[src/rtl/owr_pkg.sv]
package owr_pkg;

    typedef enum logic [1:0] {
        ST_IDLE   = 2'd0,
        ST_PWAIT  = 2'd1,
        ST_PDRIVE = 2'd2,
        ST_SLOT   = 2'd3
    } owr_state_e;

    function automatic int unsigned owr_max3(input int unsigned a, input int unsigned b,
                                             input int unsigned c);
        int unsigned m;
        m = (a > b) ? a : b;
        return (m > c) ? m : c;
    endfunction

endpackage

[src/rtl/owr_line_sync.sv]
module owr_line_sync (
    input  logic clk,
    input  logic rst_n,
    input  logic line_i,
    output logic line_o,
    output logic fall_o,
    output logic rise_o
);
    typedef struct packed {
        logic meta;
        logic stable;
        logic last;
    } sync_t;

    sync_t sync_d, sync_q;

    always_comb begin
        sync_d        = sync_q;
        sync_d.meta   = line_i;
        sync_d.stable = sync_q.meta;
        sync_d.last   = sync_q.stable;
    end

    always_ff @(posedge clk or negedge rst_n) begin
        if (!rst_n) sync_q <= '{meta: 1'b1, stable: 1'b1, last: 1'b1};
        else        sync_q <= sync_d;
    end

    assign line_o = sync_q.stable;
    assign fall_o = sync_q.last & ~sync_q.stable;
    assign rise_o = ~sync_q.last & sync_q.stable;


    fall_single_chk: assert property (@(posedge clk) disable iff (!rst_n)
        fall_o |=> !fall_o);

endmodule

[src/rtl/owr_low_timer.sv]
module owr_low_timer #(
    parameter int unsigned LIMIT_CYC = 960
) (
    input  logic clk,
    input  logic rst_n,
    input  logic line_i,
    output logic long_low_o
);
    localparam int unsigned W = $clog2(LIMIT_CYC + 1);
    localparam logic [W-1:0] LAST = W'(LIMIT_CYC - 1);

    typedef struct packed {
        logic [W-1:0] cnt;
        logic         long_low;
    } lt_t;

    lt_t lt_d, lt_q;

    always_comb begin
        lt_d = lt_q;
        if (line_i) begin
            lt_d.cnt      = '0;
            lt_d.long_low = 1'b0;
        end else begin
            if (lt_q.cnt != LAST) lt_d.cnt = lt_q.cnt + 1'b1;
            if (lt_q.cnt == LAST) lt_d.long_low = 1'b1;
        end
    end

    always_ff @(posedge clk or negedge rst_n) begin
        if (!rst_n) lt_q <= '0;
        else        lt_q <= lt_d;
    end

    assign long_low_o = lt_q.long_low;


    long_low_origin_chk: assert property (@(posedge clk) disable iff (!rst_n)
        $rose(long_low_o) |-> $past(!line_i));

endmodule

[src/rtl/owr_span_ctr.sv]
module owr_span_ctr #(
    parameter int unsigned W = 8
) (
    input  logic         clk,
    input  logic         rst_n,
    input  logic         clr_i,
    output logic [W-1:0] cnt_o
);
    typedef struct packed {
        logic [W-1:0] cnt;
    } sc_t;

    sc_t sc_d, sc_q;

    always_comb begin
        sc_d = sc_q;
        if (clr_i)              sc_d.cnt = '0;
        else if (~&sc_q.cnt)    sc_d.cnt = sc_q.cnt + 1'b1;
    end

    always_ff @(posedge clk or negedge rst_n) begin
        if (!rst_n) sc_q <= '0;
        else        sc_q <= sc_d;
    end

    assign cnt_o = sc_q.cnt;


    ctr_no_wrap_chk: assert property (@(posedge clk) disable iff (!rst_n)
        (&cnt_o) |=> ((&cnt_o) || cnt_o == '0));

endmodule

[src/rtl/owire_responder.sv]
module owire_responder
    import owr_pkg::*;
#(
    parameter int unsigned CLK_PER_US   = 50,
    parameter int unsigned RESET_MIN_US = 480,
    parameter int unsigned PRES_WAIT_US = 30,
    parameter int unsigned PRES_LEN_US  = 120,
    parameter int unsigned SLOT_US      = 30
) (
    input  logic clk,
    input  logic rst_n,
    input  logic line_i,
    input  logic tx_bit_i,
    input  logic read_mode_i,
    output logic pull_low_o,
    output logic rx_bit_o,
    output logic rx_valid_o
);
    localparam int unsigned RESET_CYC = RESET_MIN_US * CLK_PER_US;
    localparam int unsigned WAIT_CYC  = PRES_WAIT_US * CLK_PER_US;
    localparam int unsigned PRES_CYC  = PRES_LEN_US * CLK_PER_US;
    localparam int unsigned SLOT_CYC  = SLOT_US * CLK_PER_US;
    localparam int unsigned MAX_CYC   = owr_max3(WAIT_CYC, PRES_CYC, SLOT_CYC);
    localparam int unsigned CNT_W     = $clog2(MAX_CYC + 1);
    localparam logic [CNT_W-1:0] WAIT_LAST = CNT_W'(WAIT_CYC - 1);
    localparam logic [CNT_W-1:0] PRES_LAST = CNT_W'(PRES_CYC - 1);
    localparam logic [CNT_W-1:0] SLOT_LAST = CNT_W'(SLOT_CYC - 1);

    typedef struct packed {
        owr_state_e state;
        logic       rdmode;
        logic       drive;
        logic       rx_bit;
        logic       rx_valid;
    } ctl_t;

    ctl_t ctl_d, ctl_q;

    logic             line_s;
    logic             fall_s;
    logic             rise_s;
    logic             long_low;
    logic             cnt_clr;
    logic [CNT_W-1:0] cnt;

    owr_line_sync u_sync (
        .clk    (clk),
        .rst_n  (rst_n),
        .line_i (line_i),
        .line_o (line_s),
        .fall_o (fall_s),
        .rise_o (rise_s)
    );

    owr_low_timer #(.LIMIT_CYC(RESET_CYC)) u_low (
        .clk        (clk),
        .rst_n      (rst_n),
        .line_i     (line_s),
        .long_low_o (long_low)
    );

    owr_span_ctr #(.W(CNT_W)) u_ctr (
        .clk   (clk),
        .rst_n (rst_n),
        .clr_i (cnt_clr),
        .cnt_o (cnt)
    );

    assign pull_low_o = (ctl_q.state == ST_PDRIVE) ||
                        ((ctl_q.state == ST_SLOT) && ctl_q.drive);

    always_comb begin
        ctl_d          = ctl_q;
        ctl_d.rx_valid = 1'b0;
        cnt_clr        = 1'b0;

        unique case (ctl_q.state)
            ST_IDLE: ;
            ST_PWAIT: begin
                if (cnt == WAIT_LAST) begin
                    ctl_d.state = ST_PDRIVE;
                    cnt_clr     = 1'b1;
                end
            end
            ST_PDRIVE: begin
                if (cnt == PRES_LAST) ctl_d.state = ST_IDLE;
            end
            ST_SLOT: begin
                if (cnt == SLOT_LAST) begin
                    ctl_d.state = ST_IDLE;
                    ctl_d.drive = 1'b0;
                    if (!ctl_q.rdmode) begin
                        ctl_d.rx_bit   = line_s;
                        ctl_d.rx_valid = 1'b1;
                    end
                end
            end
            default: ctl_d.state = ST_IDLE;
        endcase

        // a master edge starts or restarts a slot unless the block is driving
        if (fall_s && !pull_low_o &&
            (ctl_q.state == ST_IDLE || ctl_q.state == ST_SLOT)) begin
            ctl_d.state  = ST_SLOT;
            ctl_d.rdmode = read_mode_i;
            ctl_d.drive  = read_mode_i & ~tx_bit_i;
            cnt_clr      = 1'b1;
        end

        // end of a reset has priority over everything else
        if (rise_s && long_low) begin
            ctl_d.state = ST_PWAIT;
            ctl_d.drive = 1'b0;
            cnt_clr     = 1'b1;
        end
    end

    always_ff @(posedge clk or negedge rst_n) begin
        if (!rst_n) ctl_q <= '{state: ST_IDLE, rdmode: 1'b0, drive: 1'b0,
                               rx_bit: 1'b0, rx_valid: 1'b0};
        else        ctl_q <= ctl_d;
    end

    assign rx_bit_o   = ctl_q.rx_bit;
    assign rx_valid_o = ctl_q.rx_valid;


    strobe_single_chk: assert property (@(posedge clk) disable iff (!rst_n)
        rx_valid_o |=> !rx_valid_o);


    strobe_from_write_chk: assert property (@(posedge clk) disable iff (!rst_n)
        rx_valid_o |-> ($past(ctl_q.state) == ST_SLOT && !$past(ctl_q.rdmode)));


    presence_order_chk: assert property (@(posedge clk) disable iff (!rst_n)
        (ctl_q.state == ST_PDRIVE && $past(ctl_q.state) != ST_PDRIVE)
            |-> $past(ctl_q.state) == ST_PWAIT);


    presence_hold_chk: assert property (@(posedge clk) disable iff (!rst_n)
        (ctl_q.state == ST_PDRIVE && cnt != PRES_LAST && !(rise_s && long_low))
            |=> ctl_q.state == ST_PDRIVE);

endmodule

[config.mk]
export PLATFORM = sky130hd
export DESIGN_NAME = owire_responder
export DESIGN_NICKNAME = d
export VERILOG_FILES = /design/src/rtl/owr_pkg.sv /design/src/rtl/owr_line_sync.sv /design/src/rtl/owr_low_timer.sv /design/src/rtl/owr_span_ctr.sv /design/src/rtl/owire_responder.sv
export SDC_FILE = /design/constraint.sdc
export NUM_CORES = 1
export LEC_CHECK = 0
export BUFFER_PORTS_ARGS = -buffer_cell sky130_fd_sc_hd__buf_4
export CAP_MARGIN = 20
export CORE_MARGIN = 5
export CORE_UTILIZATION = 55
export CTS_BUF_LIST = sky130_fd_sc_hd__clkbuf_16
export DETAILED_ROUTE_END_ITERATION = 10
export PLACE_DENSITY = 0.72
export REMOVE_ABC_BUFFERS = 1
export SYNTH_ARGS = -nofsm -noshare
export SYNTH_HDL_FRONTEND = slang
export SYNTH_SLANG_ARGS = --single-unit
[constraint.sdc]
create_clock -name clk -period 2.41 [get_ports clk]
set_input_delay 0.482 -clock clk [delete_from_list [all_inputs] [get_ports clk]]
set_output_delay 0.482 -clock clk [all_outputs]
set_load 0.01 [all_outputs]
---- After elaboration in Yosys (flattened, before gate mapping) ----
Index checks and enable logic that the tools add are counted.
storage, ports and cells
  input port bits ......................... 5
  bits in registers ....................... 38
  word-level logic and storage cells ...... 67
  output and inout bits ................... 3
operators by class
  add/sub/neg operators ................... 2
  reductions and logical operators ........ 17
  multiplexer cells ....................... 19
  bitwise operators ....................... 7
  equal/unequal tests ..................... 11
operator list
  cell                                                                      number
  13-bit two-way mux                                                        2
  16-bit two-way mux                                                        1
  15-bit by 1-bit adder with 15-bit output (second input constant)          1
  15-bit == test (second input constant)                                    1
  15-bit two-way mux                                                        1
  15-bit inequality test (second input constant)                            1
  13-bit by 1-bit adder with 13-bit output (second input constant)          1
  13-bit by 11-bit == test with 1-bit output (second input constant)        1
  13-bit == test (second input constant)                                    1
  13-bit AND reduction                                                      1
  2-bit two-way mux                                                         5
  4-bit by 1-bit inequality test with 1-bit output (second input constant)  2
  1-bit two-way mux                                                         6
  3-bit two-way mux                                                         2
  2-bit one-hot mux with 3 select lines                                     1
  3-bit nonzero test                                                        2
  5-bit nonzero test                                                        1
  2-bit == test (second input constant)                                     2
  1-bit logical AND                                                         4
  4-bit two-way mux                                                         1
  4-bit inequality test (second input constant)                             1
  1-bit NOT                                                                 4
  4-bit AND reduction                                                       1
  2-bit nonzero test                                                        2
  8 further kinds                                                           11

---- Depth between registers and ports, before layout ----
  depth in word-level cells ............... 9
  gate-level depth with buffers ........... 7
  depth with buffers taken out ............ 6

---- Cells and area by module ----
A second synthesis with hierarchy kept.
second synthesis, totals
  cells, all modules ...................... 205
  area total of the unflattened synthesis .. 2045.7 um2
by module, submodules not included
  module           times used  sequential area each (um2)  cells each  area an instance (um2)
  owr_low_timer    1           400.4                       85          842.1
  owr_span_ctr     1           325.3                       74          703.2
  owire_responder  1           150.1                       41          406.6
  owr_line_sync    1           78.8                        5           93.8

---- Worst setup path after synthesis ----
Ideal clock, no wire load.
  path kind ............................... flip-flop to flip-flop
  from .................................... register ctl_q[4] (netlist bit)
  to ...................................... register u_ctr.sc_q, in the netlist u_ctr.cnt_o[12]
  required time ........................... 2287 ps
  slack ................................... 638 ps
  stages on the path, launching flop included .. 8
  path buffers ............................ 1
  arrival time ............................ 1649 ps
  cells stage by stage .................... dfrtp_1 inv_1 ha_1 a21o_1 nor3_1 or3_4 buf_12 nor2_4
between the ends
  longest elaborated chain between the ends .. 9
  elaborated cells between the ends (all ways) .. 15
  classes of those cells .................. 4 x eq/ne; 4 x mux; 7 x reduce/logical
RTL lines
  what                                                                          line                    source
  start: declaration                                                            owire_responder.sv:37   ctl_t ctl_d, ctl_q;
  start signal: assignment                                                      owire_responder.sv:119  if (!rst_n) ctl_q <= '{state: ST_IDLE, rdmode: 1'b0, drive: 1'b0,
  start signal: assignment                                                      owire_responder.sv:121  else ctl_q <= ctl_d;
  2-bit == test                                                                 owire_responder.sv:70   ((ctl_q.state == ST_SLOT) && ctl_q.drive);
  1-bit logical AND                                                             owire_responder.sv:70
  1-bit logical OR *                                                            owire_responder.sv:69   assign pull_low_o = (ctl_q.state == ST_PDRIVE) ||
  named net pull_low_o                                                          owire_responder.sv:15   output logic pull_low_o,
  1-bit logical NOT *                                                           owire_responder.sv:102  if (fall_s && !pull_low_o &&
  1-bit logical AND * (2 in a row)                                              owire_responder.sv:102
  1-bit two-way mux *                                                           owire_responder.sv:102
  1-bit two-way mux *                                                           owire_responder.sv:111  if (rise_s && long_low) begin
  2-bit inequality test (no line) / 13-bit two-way mux (equally long branches)  -
  end signal: assignment                                                        owr_span_ctr.sv:22      if (!rst_n) sc_q <= '0;
  end signal: assignment                                                        owr_span_ctr.sv:23      else sc_q <= sc_d;
  end: declaration                                                              owr_span_ctr.sv:13      sc_t sc_d, sc_q;
The timed path passes the listed nets; every way through them passes the cells marked *.
A chain may end at the register's enable or synchronous reset.

---- Worst setup path in the final report ----
  from .................................... register u_ctr.sc_q, in the netlist u_ctr.cnt_o[0]
  to ...................................... register u_ctr.sc_q, in the netlist u_ctr.cnt_o[2]
between the ends
  longest elaborated chain between the ends .. 6
  elaborated cells between the ends (all ways) .. 10
  classes of those cells .................. 1 x add/sub; 2 x eq/ne; 6 x mux; 1 x reduce/logical
RTL lines
  what
  parallel branches: the longest is 6 deep, another holds 13-bit by 1-bit adder with 13-bit output
Parallel ways; which one is timed is not known. The select of a mux whose other input is x is not followed.

==> results by group <==
Status
  – Status: finished clean

Critical path
  – Crit path max-delay cell type: or3_4
  – Critical path class: flop to flop
  – WP depth: 5
  – Crit path largest cell delay: 0.47 ns
  – CP top delay family: simple AND/OR/NAND/NOR gates
  – Crit path max fanout: 13
  – Worst Path Buf+Inv: 0
  – Reg2Reg Depth: 5
  – Critical-path cell list: ha_1, and4b_1, and4_4, or3_4, nor3_1
  – Required @ worst endpoint: approximately 2.6 ns
  – Worst EP arrival: around 2.1 ns
  – Critical Path Sink Type: flop
  – Worst setup SP type: flop

Clock network
  – Clock Tree Root: clkbuf_16
  – Skew-Pair Late Insertion Delay: about 0.27 ns
  – Reg clk slew, reported paths: around 0.06 ns
  – Clk sinks: 38
  – Post-CTS Setup Repair Bufs: 0
  – TritonCTS clock tree: built
  – H-tree levels: 2
  – TritonCTS buffer count: 5
  – Resize count post-CTS: 0
  – Largest buffer count on any clock path: 2
  – # hold bufs at CTS: 0

Route
  – DRC Markers: 0
  – 1st-pass router iterations: 4
  – WL per Instance: 15.9 µm
  – Vias: between 1500 and 2000
  – Post-route ant nets: 0
  – Via-per-instance ratio: 6.09
  – Final wirelength: roughly 4.2 mm
  – First DRT Iteration DRCs: 160

STA
  – Slew margin rel.: 62.1%
  – Tmin final: 1.90 ns
  – Setup TNS: 0 ns
  – Final Hold Viols: 0
  – Slew at the pin with the worst max-slew slack: roughly 0.56 ns
  – Min Hold Slack: 0.162 ns
  – Worst Skew: 0.00226 ns
  – Unrepaired setup endpoints after global routing: no
  – Slew Limit Fails: 0
  – Final setup vio count: 0
  – Fmax: 526 MHz
  – Tcrit/Tclk final: 78.9%

Floorplan
  – Die W: approximately 70 µm
  – Die H: ~70 µm
  – Die ar.: 5090 µm²
  – Number of placement rows: 22
  – Initial Util: 56.5%
  – Ports: 8
  – Core ar.: 3660 µm²

Global route
  – Pin count of the biggest net entering global routing: 39
  – Initial antenna violation count: 0
  – First-pass GRT wire length: about 7.2 mm
  – Overall global routing resource usage: 17.7%
  – Vias in the first global route: 1581
  – Congestion Overflow GR: 0

Final layout
  – Layout cells sized above 1: around a fifth
  – Diodes inserted: 0
  – Final core occ: 63.6%
  – Nets: 225
  – Post-Layout Cell Count: 264
  – Synthesis-to-finish area growth: 12.6%

Synthesis
  – Syn. warnings: 0
  – EDFF count, synth: 0
  – Cell Area, Synth: 2070 µm²
  – Sequential area share after synthesis: about 46%
  – Synth Flop Type: dfrtp_1
  – Top post-synthesis cells by area: dfrtp_1 42%, dfstp_2 3.8%, a21oi_1 3.6%, nor2_4 3.3%, ha_1 3.0%
  – Synth cell types: 49
  – Top cell type's share of synthesized area: 42.3%
  – Gate Count Post-Synth: 203
  – Yosys top cell by area: dfrtp_1
  – Post-synth ARST share: 100%
  – #FFs+latches synth: 38
  – Syn Area/Cell: 10.2 µm²

Power
  – Pwr/cell area: 883 nW/µm²
  – Static leakage: 0.000921 µW
  – Peak VDD IR: roughly 0.44 mV

Run
  – Max cap viols: 0

Placement
  – Final GP Congestion: 0.899
  – Input/output buffers: 7
  – Post-Place Cells: 256
  – Post-DP HPWL: between 2 and 3 mm

Min path
  – Hold Crit Class: input port to asynchronous set/reset pin
-- Yosys cell counts (all sizes together) (2+ instances only) --
library cell and n:
dfrtp 35, nor2 21, a21oi 19, nand2 11, nand3 11, nor3 11, nand4 9, o21ai 7
or3 7, xnor2 6, and4 5, ha 5, inv 5, buf 4, nor4 4, a31oi 3
and3 3, dfstp 3, mux2 3, or4 3, xor2 3, a211oi 2, a311oi 2, and2 2
and4b 2, nand3b 2, o2111ai 2, o31ai 2
-- sequential cells by signal, indices dropped and copies added, names as in the netlist --
register	cells
rx_valid_o	1
rx_bit_o	1
u_low.long_low_o	1
u_sync.sync_q	1
u_low.lt_q	15
u_sync.sync_d	1
u_sync.line_o	1
u_ctr.cnt_o	13
ctl_q	4
-- kinds of logic (layout without fill, tap and decap cells) --
logic type | after synthesis | count (layout) | share of synthesized area (%)
AND/OR/NAND/NOR | 96 | 96 | 29.2
AO/OA/AOI/OAI | 41 | 41 | 12.6
flip-flops | 38 | 38 | 46.2
buffers and inverters | 10 | 23 | 3.02
XOR/XNOR | 9 | 9 | 3.81
adder cells (fa/ha/maj) | 5 | 5 | 3.02
multiplexers | 4 | 4 | 2.12
-- final cells by class --
type	count	area, µm²
flip-flops and latches	38	955
repair buffers	10	75.1
multi-input cells	155	1050
well taps	48	60.1
clock inverters	3	45.0
inverters	5	18.8
clock buffers	5	125
fillers	309	1330
-- layer usage --
layer / GRT usage [%] / routed length [µm] / vias up
li1: - / - / 791
met1: 23.5 / 1840 / 779
met5: 0 / 0 / -
met3: 4.77 / 194 / 4
met2: 29.1 / 2140 / 35
met4: 3.76 / 20 / 0
-- where the power goes --
group | total, µW | leakage, µW | internal (µW) | switching [µW]
Combinational | 481 | 0.000345 | 210 | 271
Sequential | 836 | 0.000501 | 731 | 105
Clock | 739 | 0.0000760 | 487 | 252
-- cells in the final DEF, fill, tap and decap left out, drive strengths merged, types with 3 or more instances in the layout --
master / count
or3: 7
nor3: 11
a21oi: 19
dfrtp: 35
and4: 5
xor2: 3
or4: 3
dfstp: 3
clkbuf: 5
a31oi: 3
nor2: 21
nand4: 9
buf: 10
inv: 5
xnor2: 6
and3: 3
nand2: 11
nor4: 4
ha: 5
nand3: 11
o21ai: 7
mux2: 3
-- worst paths after layout --
kind / to / slack [ns] / start
min reg2reg: u_sync.line_o / 0.36 / u_sync.sync_d[1]
max reg2reg: u_ctr.cnt_o[2] / 0.51 / u_ctr.cnt_o[0]
max in group asynchronous: u_sync.sync_d[1] / 1.89 / rst_n
max: u_ctr.cnt_o[2] / 0.51 / u_ctr.cnt_o[0]
min: u_low.lt_q[12] / 0.16 / rst_n
min in group clk: u_sync.sync_d[1] / 0.31 / line_i
-- worst register-to-register path, delay by kind of cell (launching register included) --
family,cells,cell delay (ns)
fa+ha+maj,1,0.26
simple gates,4,1.15
flops,1,0.41
-- stage by stage --
| stage | total power (µW) | worst slack (ns) | area [µm²] |
|---|---|---|---|
| after floorplan | 1180 | 0.606 | 2020 |
| after global routing | 2180 | 0.428 | 2330 |
| after detailed placement | 1320 | 0.509 | 2160 |
| final | 2060 | 0.507 | 2330 |
| after CTS | 2080 | 0.493 | 2330 |
| after global placement | 1280 | 0.577 | 2160 |
(Power assumes the default switching activity.)
